[src/rtl/fcl_pkg.sv]
package fcl_pkg;
  localparam int ADDR_W = 3;

  localparam logic [ADDR_W-1:0] A_SWITCH = 3'b000;
  localparam logic [ADDR_W-1:0] A_OLCFG  = 3'b100;
  localparam logic [ADDR_W-1:0] A_LIMCFG = 3'b101;

  typedef enum logic [1:0] {
    OC_CLEAR  = 2'd0,
    OC_TIMING = 2'd1,
    OC_OFF    = 2'd2
  } oc_state_e;
endpackage

[src/rtl/fcl_cfg_regs.sv]
module fcl_cfg_regs
  import fcl_pkg::*;
#(
  parameter int N_HS = 4,
  parameter int N_LS = 8
) (
  input  logic                  clk,
  input  logic                  rst,
  input  logic                  wr_en,
  input  logic [ADDR_W-1:0]     wr_addr,
  input  logic [N_HS+N_LS-1:0]  wr_data,
  output logic [N_HS+N_LS-1:0]  det_en_q,
  output logic [N_HS-1:0]       lim_q,
  output logic [N_LS-1:0]       oc_en_q,
  output logic [N_LS-1:0]       release_o
);
  localparam int NCH = N_HS + N_LS;
  // high-side bits are stored inverted so the register holds enables directly
  localparam logic [NCH-1:0] POL_MASK = {{N_LS{1'b0}}, {N_HS{1'b1}}};

  logic wr_ol, wr_lim, wr_sw;

  always_comb begin
    wr_ol  = wr_en && (wr_addr == A_OLCFG);
    wr_lim = wr_en && (wr_addr == A_LIMCFG);
    wr_sw  = wr_en && (wr_addr == A_SWITCH);
  end

  always_ff @(posedge clk) begin
    if (rst) begin
      det_en_q <= POL_MASK;
      lim_q    <= '0;
      oc_en_q  <= '0;
    end else begin
      if (wr_ol) begin
        det_en_q <= wr_data ^ POL_MASK;
      end
      if (wr_lim) begin
        lim_q   <= wr_data[N_HS-1:0];
        oc_en_q <= wr_data[N_HS +: N_LS];
      end
    end
  end

  always_comb begin
    release_o = {N_LS{wr_sw}} & ~wr_data[N_HS +: N_LS];
  end
endmodule

[src/rtl/fcl_oc_latch.sv]
module fcl_oc_latch
  import fcl_pkg::*;
#(
  parameter int FLT_DLY_CYC = 8
) (
  input  logic clk,
  input  logic rst,
  input  logic oc_flag,
  input  logic oc_en,
  input  logic release_i,
  output logic off_q
);
  localparam int CW = $clog2(FLT_DLY_CYC) + 1;
  localparam logic [CW-1:0] LAST = CW'(FLT_DLY_CYC - 1);

  oc_state_e     st_q;
  logic [CW-1:0] cnt_q;
  logic          hit;

  always_comb hit = oc_flag && oc_en;

  always_ff @(posedge clk) begin
    if (rst || release_i) begin
      st_q  <= OC_CLEAR;
      cnt_q <= '0;
      off_q <= 1'b0;
    end else begin
      unique case (st_q)
        OC_CLEAR: begin
          if (hit) begin
            if (LAST == '0) begin
              st_q  <= OC_OFF;
              off_q <= 1'b1;
              cnt_q <= '0;
            end else begin
              st_q  <= OC_TIMING;
              cnt_q <= CW'(1);
            end
          end
        end
        OC_TIMING: begin
          if (!hit) begin
            st_q  <= OC_CLEAR;
            cnt_q <= '0;
          end else if (cnt_q == LAST) begin
            st_q  <= OC_OFF;
            off_q <= 1'b1;
            cnt_q <= '0;
          end else begin
            cnt_q <= cnt_q + CW'(1);
          end
        end
        OC_OFF: begin
          off_q <= 1'b1;
        end
        default: begin
          st_q  <= OC_CLEAR;
          cnt_q <= '0;
          off_q <= 1'b0;
        end
      endcase
    end
  end
endmodule

[src/rtl/fcl_ol_report.sv]
module fcl_ol_report #(
  parameter int NCH = 12
) (
  input  logic           clk,
  input  logic           rst,
  input  logic [NCH-1:0] ol_flag,
  input  logic [NCH-1:0] chan_on,
  input  logic [NCH-1:0] det_en,
  output logic [NCH-1:0] fault_q
);
  always_ff @(posedge clk) begin
    if (rst) fault_q <= '0;
    else     fault_q <= ol_flag & ~chan_on & det_en;
  end
endmodule

[src/rtl/fault_cfg_latch.sv]
module fault_cfg_latch
  import fcl_pkg::*;
#(
  parameter int N_HS        = 4,
  parameter int N_LS        = 8,
  parameter int FLT_DLY_CYC = 8
) (
  input  logic                  clk,
  input  logic                  rst,
  input  logic                  wr_en,
  input  logic [2:0]            wr_addr,
  input  logic [N_HS+N_LS-1:0]  wr_data,
  input  logic [N_HS+N_LS-1:0]  chan_on,
  input  logic [N_HS+N_LS-1:0]  ol_flag,
  input  logic [N_LS-1:0]       oc_flag,
  output logic [N_HS+N_LS-1:0]  ol_det_en,
  output logic [N_HS-1:0]       lim_sustain,
  output logic [N_LS-1:0]       ls_off,
  output logic [N_HS+N_LS-1:0]  ol_fault
);
  localparam int NCH = N_HS + N_LS;

  logic [N_LS-1:0] oc_en_q;
  logic [N_LS-1:0] release_w;

  fcl_cfg_regs #(.N_HS(N_HS), .N_LS(N_LS)) regs_i (
    .clk(clk), .rst(rst), .wr_en(wr_en), .wr_addr(wr_addr), .wr_data(wr_data),
    .det_en_q(ol_det_en), .lim_q(lim_sustain), .oc_en_q(oc_en_q),
    .release_o(release_w)
  );

  for (genvar j = 0; j < N_LS; j++) begin : g_ls
    fcl_oc_latch #(.FLT_DLY_CYC(FLT_DLY_CYC)) latch_i (
      .clk(clk), .rst(rst), .oc_flag(oc_flag[j]), .oc_en(oc_en_q[j]),
      .release_i(release_w[j]), .off_q(ls_off[j])
    );
  end

  fcl_ol_report #(.NCH(NCH)) olr_i (
    .clk(clk), .rst(rst), .ol_flag(ol_flag), .chan_on(chan_on),
    .det_en(ol_det_en), .fault_q(ol_fault)
  );
endmodule

[config.mk]
export PLATFORM = sky130hd
export DESIGN_NAME = fault_cfg_latch
export DESIGN_NICKNAME = d
export VERILOG_FILES = /design/src/rtl/fcl_pkg.sv /design/src/rtl/fcl_cfg_regs.sv /design/src/rtl/fcl_oc_latch.sv /design/src/rtl/fcl_ol_report.sv /design/src/rtl/fault_cfg_latch.sv
export SDC_FILE = /design/constraint.sdc
export NUM_CORES = 1
export LEC_CHECK = 0
export CAP_MARGIN = 20
export CORE_ASPECT_RATIO = 1.1
export CORE_MARGIN = 3
export CORE_UTILIZATION = 56
export CTS_CLUSTER_SIZE = 28
export DETAILED_ROUTE_END_ITERATION = 8
export PLACE_DENSITY_LB_ADDON = 0.15
export SLEW_MARGIN = 20
export SYNTH_ARGS = -nofsm -noshare
export SYNTH_HDL_FRONTEND = slang
export SYNTH_SLANG_ARGS = --single-unit
[constraint.sdc]
create_clock -name clk -period 2.7 [get_ports clk]
set_clock_uncertainty 0.15 [all_clocks]
set_input_delay 0.405 -clock clk [delete_from_list [all_inputs] [get_ports clk]]
set_output_delay 0.405 -clock clk [all_outputs]
set_load 0.02 [all_outputs]
==> results of run 1 <==
==> cells in the mapped netlist (2+ instances only) <==
master | count | area [um2]
nor3b_1 | 2 | 15.0
buf_4 | 9 | 67.6
nand4_1 | 2 | 12.5
nand3_1 | 22 | 110
and3_2 | 2 | 15.0
nand4b_1 | 7 | 61.3
inv_1 | 18 | 67.6
ha_1 | 32 | 400
nand3b_1 | 9 | 67.6
nand2_2 | 2 | 12.5
o21bai_4 | 8 | 150
nor2b_1 | 3 | 18.8
clkbuf_1 | 8 | 30.0
nand2_1 | 61 | 229
dfxtp_1 | 92 | 1840
nor4bb_1 | 15 | 150
nor2_1 | 36 | 135
nor3_1 | 6 | 30.0
a31oi_1 | 9 | 56.3
mux2i_1 | 3 | 30.0
and4bb_2 | 2 | 25.0
a21oi_1 | 59 | 295
a21o_1 | 9 | 67.6
o21a_1 | 18 | 135
a211o_1 | 4 | 35.0
o21ai_0 | 20 | 100
and2_1 | 2 | 12.5
or3b_2 | 8 | 70.1
a211oi_1 | 12 | 90.1
or4_1 | 9 | 67.6
and3_1 | 6 | 37.5
==> per-layer routing <==
metal,GRT usage [%],part of all wire [%],up-vias
met3,4.80,4.7,15
met1,28.3,44,1870
li1,-,-,1980
met2,39.8,50,94
met4,8.12,1.4,0
met5,0,0,-
==> final cells by class <==
class	count	share of cell area (%)
Multi-Input combinational cell	375	44.5
Sequential cell	92	32.9
Timing Repair Buffer	88	15.5
Clock buffer	12	2.95
Tap cell	105	2.35
Inverter	18	1.21
Clock inverter	4	0.582
==> tightest hold or removal path: cells and delay by family (launching register included) <==
family,cells,cell delay [ns]
flip-flops,1,0.31
AO/OA/AOI/OAI,1,0.05
AND/OR/NAND/NOR,1,0.05
==> power groups by stage <==
stage | Sequential (mW) | Combinational (mW) | Clock [mW]
after global placement | 1.48 | 0.488 | 0
final | 1.45 | 0.510 | 0.891
after detailed placement | 1.49 | 0.508 | 0
after floorplan | 1.49 | 0.319 | 0
after global routing | 1.46 | 0.574 | 0.972
after CTS | 1.45 | 0.511 | 0.912
==> registers in the layout, summed over array words and instances (netlist names) <==
name and flops:
regs_i.det_en_q 12, regs_i.lim_q 4, g_ls.latch_i.off_q 8, olr_i.fault_q 12, g_ls.latch_i.st_q 16, regs_i.oc_en_q 8, g_ls.latch_i.cnt_q 32
==> worst max path at each step <==
| stage | start | endpoint | slack [ns] | cells after the start |
|---|---|---|---|---|
| 2_1_floorplan | g_ls[4].latch_i.st_q[1] | g_ls[4].latch_i.st_q[0] | 0.94 | 7 |
| 3_3_place_gp | wr_en | g_ls[0].latch_i.cnt_q[0] | 0.50 | 6 |
| 3_5_place_dp | wr_en | g_ls[5].latch_i.st_q[1] | 0.46 | 6 |
| 4_1_cts | regs_i.det_en_q[1] | ol_det_en[1] | 0.78 | 1 |
| 5_1_grt | g_ls[4].latch_i.st_q[1] | g_ls[4].latch_i.st_q[0] | 0.68 | 6 |
| 6_report | regs_i.lim_q[1] | lim_sustain[1] | 0.80 | 1 |
==> through the flow <==
stage | instance area [um2] | utilization [%] | worst slack, ns | instances
after detailed placement | 5400 | 70.6 | 0.460 | 678
final | 5590 | 73.2 | 0.800 | 694
after global routing | 5590 | 73.2 | 0.678 | 694
after floorplan | 4500 | - | 0.938 | 503
after global placement | 5400 | 70.6 | 0.501 | 678
after CTS | 5590 | 73.2 | 0.779 | 694
==> cells by family (layout without fill, tap and decap cells) <==
| kind of cell | Yosys count | count (layout) | share of synthesized area [%] |
|---|---|---|---|
| AOI/OAI and AO/OA | 142 | 142 | 21.2 |
| muxes | 3 | 3 | 0.668 |
| and+or+nand+nor | 198 | 198 | 24.5 |
| DFF | 92 | 92 | 41.0 |
| buffers and inverters | 36 | 122 | 3.76 |
| adders and majority gates | 32 | 32 | 8.90 |
==> impl_metrics.toml, run 1 <==
[outcome]
status = "finished clean"

[detailed_routing]
detail_route.wl_per_cell_um = 14.8
vias = 3959
drt_iter0_drc = 138
routed_wl_um = 10300
first_pass_iters = 5
vias_per_cell = 5.70
drc = 0
drtAntennaViolNets = 0

[cells_and_area]
final_layout_size_suffix_gt1_share_pct = 7.30
mostFrequentLayoutCells = "dfxtp_1, clkdlybuf4s50_1, nand2_1, a21oi_1, nor2_1"
multiInputGateArea_um2 = 2490
area_growth_pct = 24.4
nNetsFinal = 666
regArea_um2 = 1840
n_antenna_cell = 0
fillCellCount = 574
final_common_cell = "dfxtp_1"

[setup_path]
crit_path_max_fanout = 2
endpoint_kind = "output pin"
cp_num_buf_inv = 1
reg2reg_from = "g_ls[5].latch_i.st_q[1]"
worstPathRequired_ns = 2.14
r2r_slack_ns = 0.80
arrival_ns = 1.34
crit_path_top_delay_cell = "clkdlybuf4s50_1"
cp-start-kind = "flop"
reg2reg_depth = 6
crit_family = "buffers and inverters"
max_stage_delay_ns = 0.63
critPathKind = "flop to output pin"
r2r-end = "g_ls[5].latch_i.cnt_q[3]"
path_cells = "clkdlybuf4s50_1"

[clocking]
cts-resized-gates = 0
cts_setup_buffers = 0
numCtsBuffers = 9
cts_tree = "done"
clock_latency_ns = 0.36
htreeDepth = 3
clkSlewWorstSetupHoldPaths_ns = 0.08
root_buffer = "clkbuf_8"
clock_sinks = 92
cts_buffer_depth = 2
ctsHoldBuffers = 0

[grt]
grt_pass1_vias = 3913
overflow = 0
grt_max_degree = 36
antenna_found_initial = 0
gr-usage-all-layers_pct = 23.0
grt_pass1_wl_um = 17500

[timing]
slew_viol_final = 0
worst_pin_slew_ns = 0.706
fmax_mhz = 526
fin_crit_sh_pct = 70.4
holdWs_ns = 0.306
relSlewSlack_pct = 52.9
final.min_clock_period_ns = 1.90
setup_viol = 0
setup-tns-final_ns = 0
rsz0062_at_grt = "false"
hold_viol = 0

[floorplanning]
io_pins = 86
die_area_um2 = 9140
row_count = 33
core_area_um2 = 7640
die_y_um = 100
initial_utilization_pct = 58.9
die-width_um = 91.4

[logic_synthesis]
syn-num-nets = 585
async_flop_share_pct = 0
ys_seq_area_share_pct = 41.0
ys_types = 39
yosys_warnings = 0
avgSynthCellArea_um2 = 8.94
synth-edff-count = 0
synth_area_um2 = 4500
postSynthCellCount = 503
synth_ff_type = "dfxtp_1"
ys_ff_latch = 92

[min_path]
holdPathEnd = "regs_i.lim_q[3]"
hold_path.class = "flop to flop"
min_path_cells = 2
min_from = "regs_i.lim_q[3]"

[power_and_ir_drop]
power_frac_comb_pct = 17.9
power_density_nw_per_um2 = 510
p_switching_mw = 0.785
intPower_mw = 2.07
power.total_mw = 2.85
p_leak_nw = 1.96
ir_drop_uv = 262
power_frac_clock_pct = 31.2
seqPwrFrac_pct = 50.9
power.share.switching_pct = 27.5

[place]
hpwl_um = 7580
io_buffers = 85
globalplace.congestion = 0.855

[job]
maxCapViolCount = 0
Note: power is estimated with default switching activity, not from simulation.
==> run 2: changes to the inputs <==
--- a/config.mk
+++ b/config.mk
@@ -8,7 +8,7 @@
 export CAP_MARGIN = 20
 export CORE_ASPECT_RATIO = 1.1
 export CORE_MARGIN = 3
-export CORE_UTILIZATION = 56
+export CORE_UTILIZATION = 47
 export CTS_CLUSTER_SIZE = 28
 export DETAILED_ROUTE_END_ITERATION = 8
 export PLACE_DENSITY_LB_ADDON = 0.15
==> constraint.sdc (replaced) <==
create_clock -name clk -period 1.7 [get_ports clk]
set_clock_uncertainty 0.15 [all_clocks]
set_input_delay 0.255 -clock clk [delete_from_list [all_inputs] [get_ports clk]]
set_output_delay 0.255 -clock clk [all_outputs]
set_load 0.02 [all_outputs]
==> impl_metrics.toml, run 2 (synthesis results as in run 1) <==
[timing]
final.min_clock_period_ns = 1.68
fmax_mhz = 595
worst_pin_slew_ns = 0.503
holdWs_ns = 0.217
fin_crit_sh_pct = 98.9
relSlewSlack_pct = 66.5
hold_viol = 0
rsz0062_at_grt = "true"
setup_viol = 0
finalWorstSetupSlack_ns = 0.0193
slew_viol_final = 0

[setup_path]
worstPathRequired_ns = 1.85
critPathKind = "flop to flop"
crit_path_max_fanout = 3
startpoint = "g_ls[5].latch_i.st_q[1]"
r2r-end = "g_ls[5].latch_i.cnt_q[3]"
endpoint = "g_ls[5].latch_i.cnt_q[3]"
cp-start-kind = "flop"
reg2reg_depth = 6
reg2reg_from = "g_ls[5].latch_i.st_q[1]"
r2r_slack_ns = 0.02
arrival_ns = 1.83
endpoint_kind = "flop"

[cells_and_area]
regMostFlops = "g_ls.latch_i.cnt_q"
area_growth_pct = 48.4
largest_reg_flops = 32
final_layout_size_suffix_gt1_share_pct = 32.5
final_common_cell = "buf_4"
stdcell_area_um2 = 6670
top_regs = "g_ls.latch_i.cnt_q (32), g_ls.latch_i.st_q (16)"
nNetsFinal = 760
n_antenna_cell = 0
mostFrequentLayoutCells = "buf_4, dfxtp_1, nand2_1, a21oi_1, clkdlybuf4s50_1"
fin_util_pct = 73.3

[power_and_ir_drop]
ir_drop_uv = 443
p_leak_nw = 2.64
power_density_nw_per_um2 = 773

[clocking]
clock_latency_ns = 0.36
root_buffer = "clkbuf_8"
htreeDepth = 3
cts_tree = "done"
clkSlewWorstSetupHoldPaths_ns = 0.09
clock_sinks = 92
cts_buffer_depth = 2
numCtsBuffers = 9

[detailed_routing]
detail_route.wl_per_cell_um = 15.2
vias_per_cell = 5.47
drt_iter0_drc = 205
first_pass_iters = 5
vias = 4361
drtAntennaViolNets = 0
routed_wl_um = 12100
drc = 0

[floorplanning]
io_pins = 86
die_y_um = 109
die-width_um = 99.3
row_count = 36
initial_utilization_pct = 49.4
core_area_um2 = 9100
die_area_um2 = 10800

[grt]
grt_max_degree = 25
grt_pass1_wl_um = 19100
overflow = 0
gr-usage-all-layers_pct = 21.5
grt_pass1_vias = 4327
antenna_found_initial = 0

[outcome]
status = "finished clean"

[place]
hpwl_um = 8560
globalplace.congestion = 0.888
post-place-ws_ns = -0.331
io_buffers = 85
placed_area_um2 = 6030

[job]
maxCapViolCount = 0

[min_path]
min_path_cells = 2
hold_path.class = "input pin to flop"
-- run 2: repair_timing --
action,in CTS,in global routing
buffers inserted,6,9
endpoints found under the setup margin,41,33
pin swaps,3,24
hold buffers,0,0
endpoints found under the hold margin,0,0
gates resized for setup,50,94
-- run 2: stage by stage --
stage               setup TNS, ns  power, mW  cells
finish                          0       5.16    797
global route               -0.140       5.40    797
CTS                             0       5.10    788
detailed placement         -17.10       3.34    766
global placement           -15.91       3.31    766
floorplan                       0       2.88    503
-- run 2: report_power, final --
group | total [mW] | switching (mW) | internal, mW
Clock | 1.75 | 0.773 | 0.980
Combinational | 1.08 | 0.507 | 0.577
Sequential | 2.32 | 0.0711 | 2.25
Total | 5.16 | 1.35 | 3.81
-- run 2: per-layer routing --
metal  GRT usage (%)  part of all wire, %
met5               0                    0
met4            6.24                  1.1
met1            25.8                   42
met2            38.7                   51
met3            4.45                  5.5
-- run 2: area by class of cell --
type                    count  area, um2
multi-input cells         375       2750
fillers                   684       2430
flip-flops and latches     92       1890
repair buffers            182       1570
well taps                 114        143
clock buffers              10        128
clock inverters             6        111
inverters                  18       77.6
-- run 2: how the worst min path moves through the flow --
stage / slack (ns) / to / startpoint
after floorplan: 0.18 / olr_i.fault_q[0] / chan_on[0]
after global placement: 0.29 / regs_i.lim_q[2] / regs_i.lim_q[2]
after detailed placement: 0.30 / regs_i.lim_q[2] / regs_i.lim_q[2]
after CTS: 0.20 / regs_i.lim_q[1] / rst
after global routing: 0.23 / regs_i.oc_en_q[1] / rst
final: 0.22 / regs_i.oc_en_q[6] / rst
-- run 2: worst max-delay path, cell delays in order, from the launching register on --
cell	delay [ns]
dfxtp_2	0.35
inv_4	0.08
ha_4	0.13
and3_4	0.18
nand2_1	0.06
or4_1	0.50
a31oi_1	0.16
==> run 3: changes to the inputs <==
--- a/config.mk
+++ b/config.mk
@@ -8,10 +8,12 @@
 export CAP_MARGIN = 20
 export CORE_ASPECT_RATIO = 1.1
 export CORE_MARGIN = 3
-export CORE_UTILIZATION = 47
+export CORE_UTILIZATION = 49
+export CTS_BUF_LIST = sky130_fd_sc_hd__clkbuf_2
 export CTS_CLUSTER_SIZE = 28
 export DETAILED_ROUTE_END_ITERATION = 8
 export PLACE_DENSITY_LB_ADDON = 0.15
+export SETUP_SLACK_MARGIN = 0.4
 export SLEW_MARGIN = 20
 export SYNTH_ARGS = -nofsm -noshare
 export SYNTH_HDL_FRONTEND = slang
==> impl_metrics.toml, run 3 (synthesis results as in run 1) <==
[outcome]
status = "complete, but fails checks"
violations = "setup timing"

[clocking]
clkSlewWorstSetupHoldPaths_ns = 0.29
cts_tree = "done"
root_buffer = "clkbuf_2"
clock_sinks = 92
clock_latency_ns = 0.58
cts_buffer_depth = 2
htreeDepth = 3
numCtsBuffers = 9

[floorplanning]
die-width_um = 97.3
die_area_um2 = 10400
row_count = 36
io_pins = 86
core_area_um2 = 8920
initial_utilization_pct = 50.4
die_y_um = 106

[setup_path]
cp-start-kind = "flop"
reg2reg_from = "g_ls[5].latch_i.st_q[1]"
worstPathRequired_ns = 2.05
reg2reg_depth = 5
r2r-end = "g_ls[5].latch_i.cnt_q[3]"
arrival_ns = 2.11
endpoint_kind = "flop"
endpoint = "g_ls[5].latch_i.cnt_q[3]"
critPathKind = "flop to flop"
crit_path_max_fanout = 5
startpoint = "g_ls[5].latch_i.st_q[1]"
r2r_slack_ns = -0.06

[cells_and_area]
fillCellCount = 402
fin_util_pct = 87.4
mostFrequentLayoutCells = "buf_4, buf_6, nand2_1, clkdlybuf4s50_1, dfxtp_2"
top_regs = "g_ls.latch_i.cnt_q (32), g_ls.latch_i.st_q (16)"
n_antenna_cell = 0
regMostFlops = "g_ls.latch_i.cnt_q"
final_cell_count_no_fill = 830
area_growth_pct = 73.3
final_layout_size_suffix_gt1_share_pct = 56.3
final_common_cell = "buf_4"
largest_reg_flops = 32
nNetsFinal = 793

[detailed_routing]
first_pass_iters = 5
vias_per_cell = 5.92
vias = 4917
drtAntennaViolNets = 0
drt_iter0_drc = 272
detail_route.wl_per_cell_um = 19.9
drc = 0
routed_wl_um = 16500

[timing]
hold_viol = 0
fmax_mhz = 568
finalWorstSetupSlack_ns = -0.0611
final.min_clock_period_ns = 1.76
slew_viol_final = 0
fin_crit_sh_pct = 104
setup_viol = 4
worst_pin_slew_ns = 0.402
relSlewSlack_pct = 72.8
rsz0062_at_grt = "true"

[job]
maxCapViolCount = 0

[place]
io_buffers = 85
place_inst = 733
globalplace.congestion = 0.887
hpwl_um = 8570

[power_and_ir_drop]
power_frac_comb_pct = 32.3
power_frac_clock_pct = 20.2
power_density_nw_per_um2 = 638
power.total_mw = 4.97
intPower_mw = 3.29
ir_drop_uv = 374
p_switching_mw = 1.68
power.share.switching_pct = 33.8
seqPwrFrac_pct = 47.5
p_leak_nw = 2.83

[grt]
grt_pass1_wl_um = 23100
overflow = 0
gr-usage-all-layers_pct = 27.1
grt_pass1_vias = 4810
antenna_found_initial = 0
grt_max_degree = 18

[min_path]
hold_path.class = "input pin to flop"
## run 3: changes by cell type in the layout (fill, tap and decap cells not counted), moves of 18 or more
cell	previous run	this run
a21oi_1	53	28
a21oi_2	6	24
buf_6	0	76
dfxtp_1	62	19
dfxtp_2	27	46
dfxtp_4	3	27
dlygate4sd2_1	31	0
ha_4	11	32
## run 3: critical path, stage by stage (launching register included)
cell and delay (ns):
dfxtp_2 0.44, inv_4 0.06, ha_4 0.17, a21o_1 0.20, or4_4 0.48, a31oi_1 0.18
## run 3: timing repair
item                                    CTS  global route
endpoints found under the setup margin   92            92
hold buffers                              3             1
setup buffers                            50            27
pin swaps                                67            50
gates cloned                              0             0
hold endpoints to repair                  5             1
gates resized for setup                 364            85
## run 3: how the worst min path moves through the flow
stage,from,endpoint,depth (start not counted)
floorplan,chan_on[0],olr_i.fault_q[0],1
global placement,regs_i.lim_q[2],regs_i.lim_q[2],2
detailed placement,regs_i.lim_q[2],regs_i.lim_q[2],2
CTS,chan_on[10],olr_i.fault_q[10],2
global route,chan_on[10],olr_i.fault_q[10],2
finish,rst,olr_i.fault_q[11],2
## run 3: final cells by class
class / count / area [um2] / share of cell area (%)
inverters: 18 / 105 / 1.35
flip-flops and latches: 92 / 2000 / 25.7
clock buffers: 9 / 45.0 / 0.578
well taps: 114 / 143 / 1.83
multi-input cells: 375 / 3370 / 43.3
repair buffers: 215 / 2080 / 26.7
clock inverters: 7 / 43.8 / 0.562
## run 3: per-stage QoR
stage,setup slack (ns),TNS [ns],hold WS (ns),area [um2]
2_1_floorplan,0.110,0,0.181,4960
3_3_place_gp,-0.289,-15.26,0.296,6220
3_5_place_dp,-0.303,-15.96,0.296,6220
4_1_cts,0.0296,0,0.00656,7230
5_1_grt,-0.144,-0.707,0.0136,7790
6_report,-0.0611,-0.166,0.0173,7790
## run 3: per-layer routing
| metal | wire length, um | global-route usage [%] | vias up |
|---|---|---|---|
| met4 | 557 | 11.0 | 0 |
| met5 | 0 | 0 | - |
| met3 | 899 | 3.54 | 55 |
| li1 | - | - | 2238 |
| met1 | 6500 | 31.3 | 2388 |
| met2 | 8570 | 50.4 | 236 |
## run 3: power groups by stage
stage | clock [mW] | combinational, mW | sequential, mW
2_1_floorplan | 0 | 0.601 | 2.40
3_3_place_gp | 0 | 0.996 | 2.39
3_5_place_dp | 0 | 1.04 | 2.40
4_1_cts | 0.970 | 1.30 | 2.35
5_1_grt | 1.07 | 1.71 | 2.37
6_report | 1.00 | 1.61 | 2.36
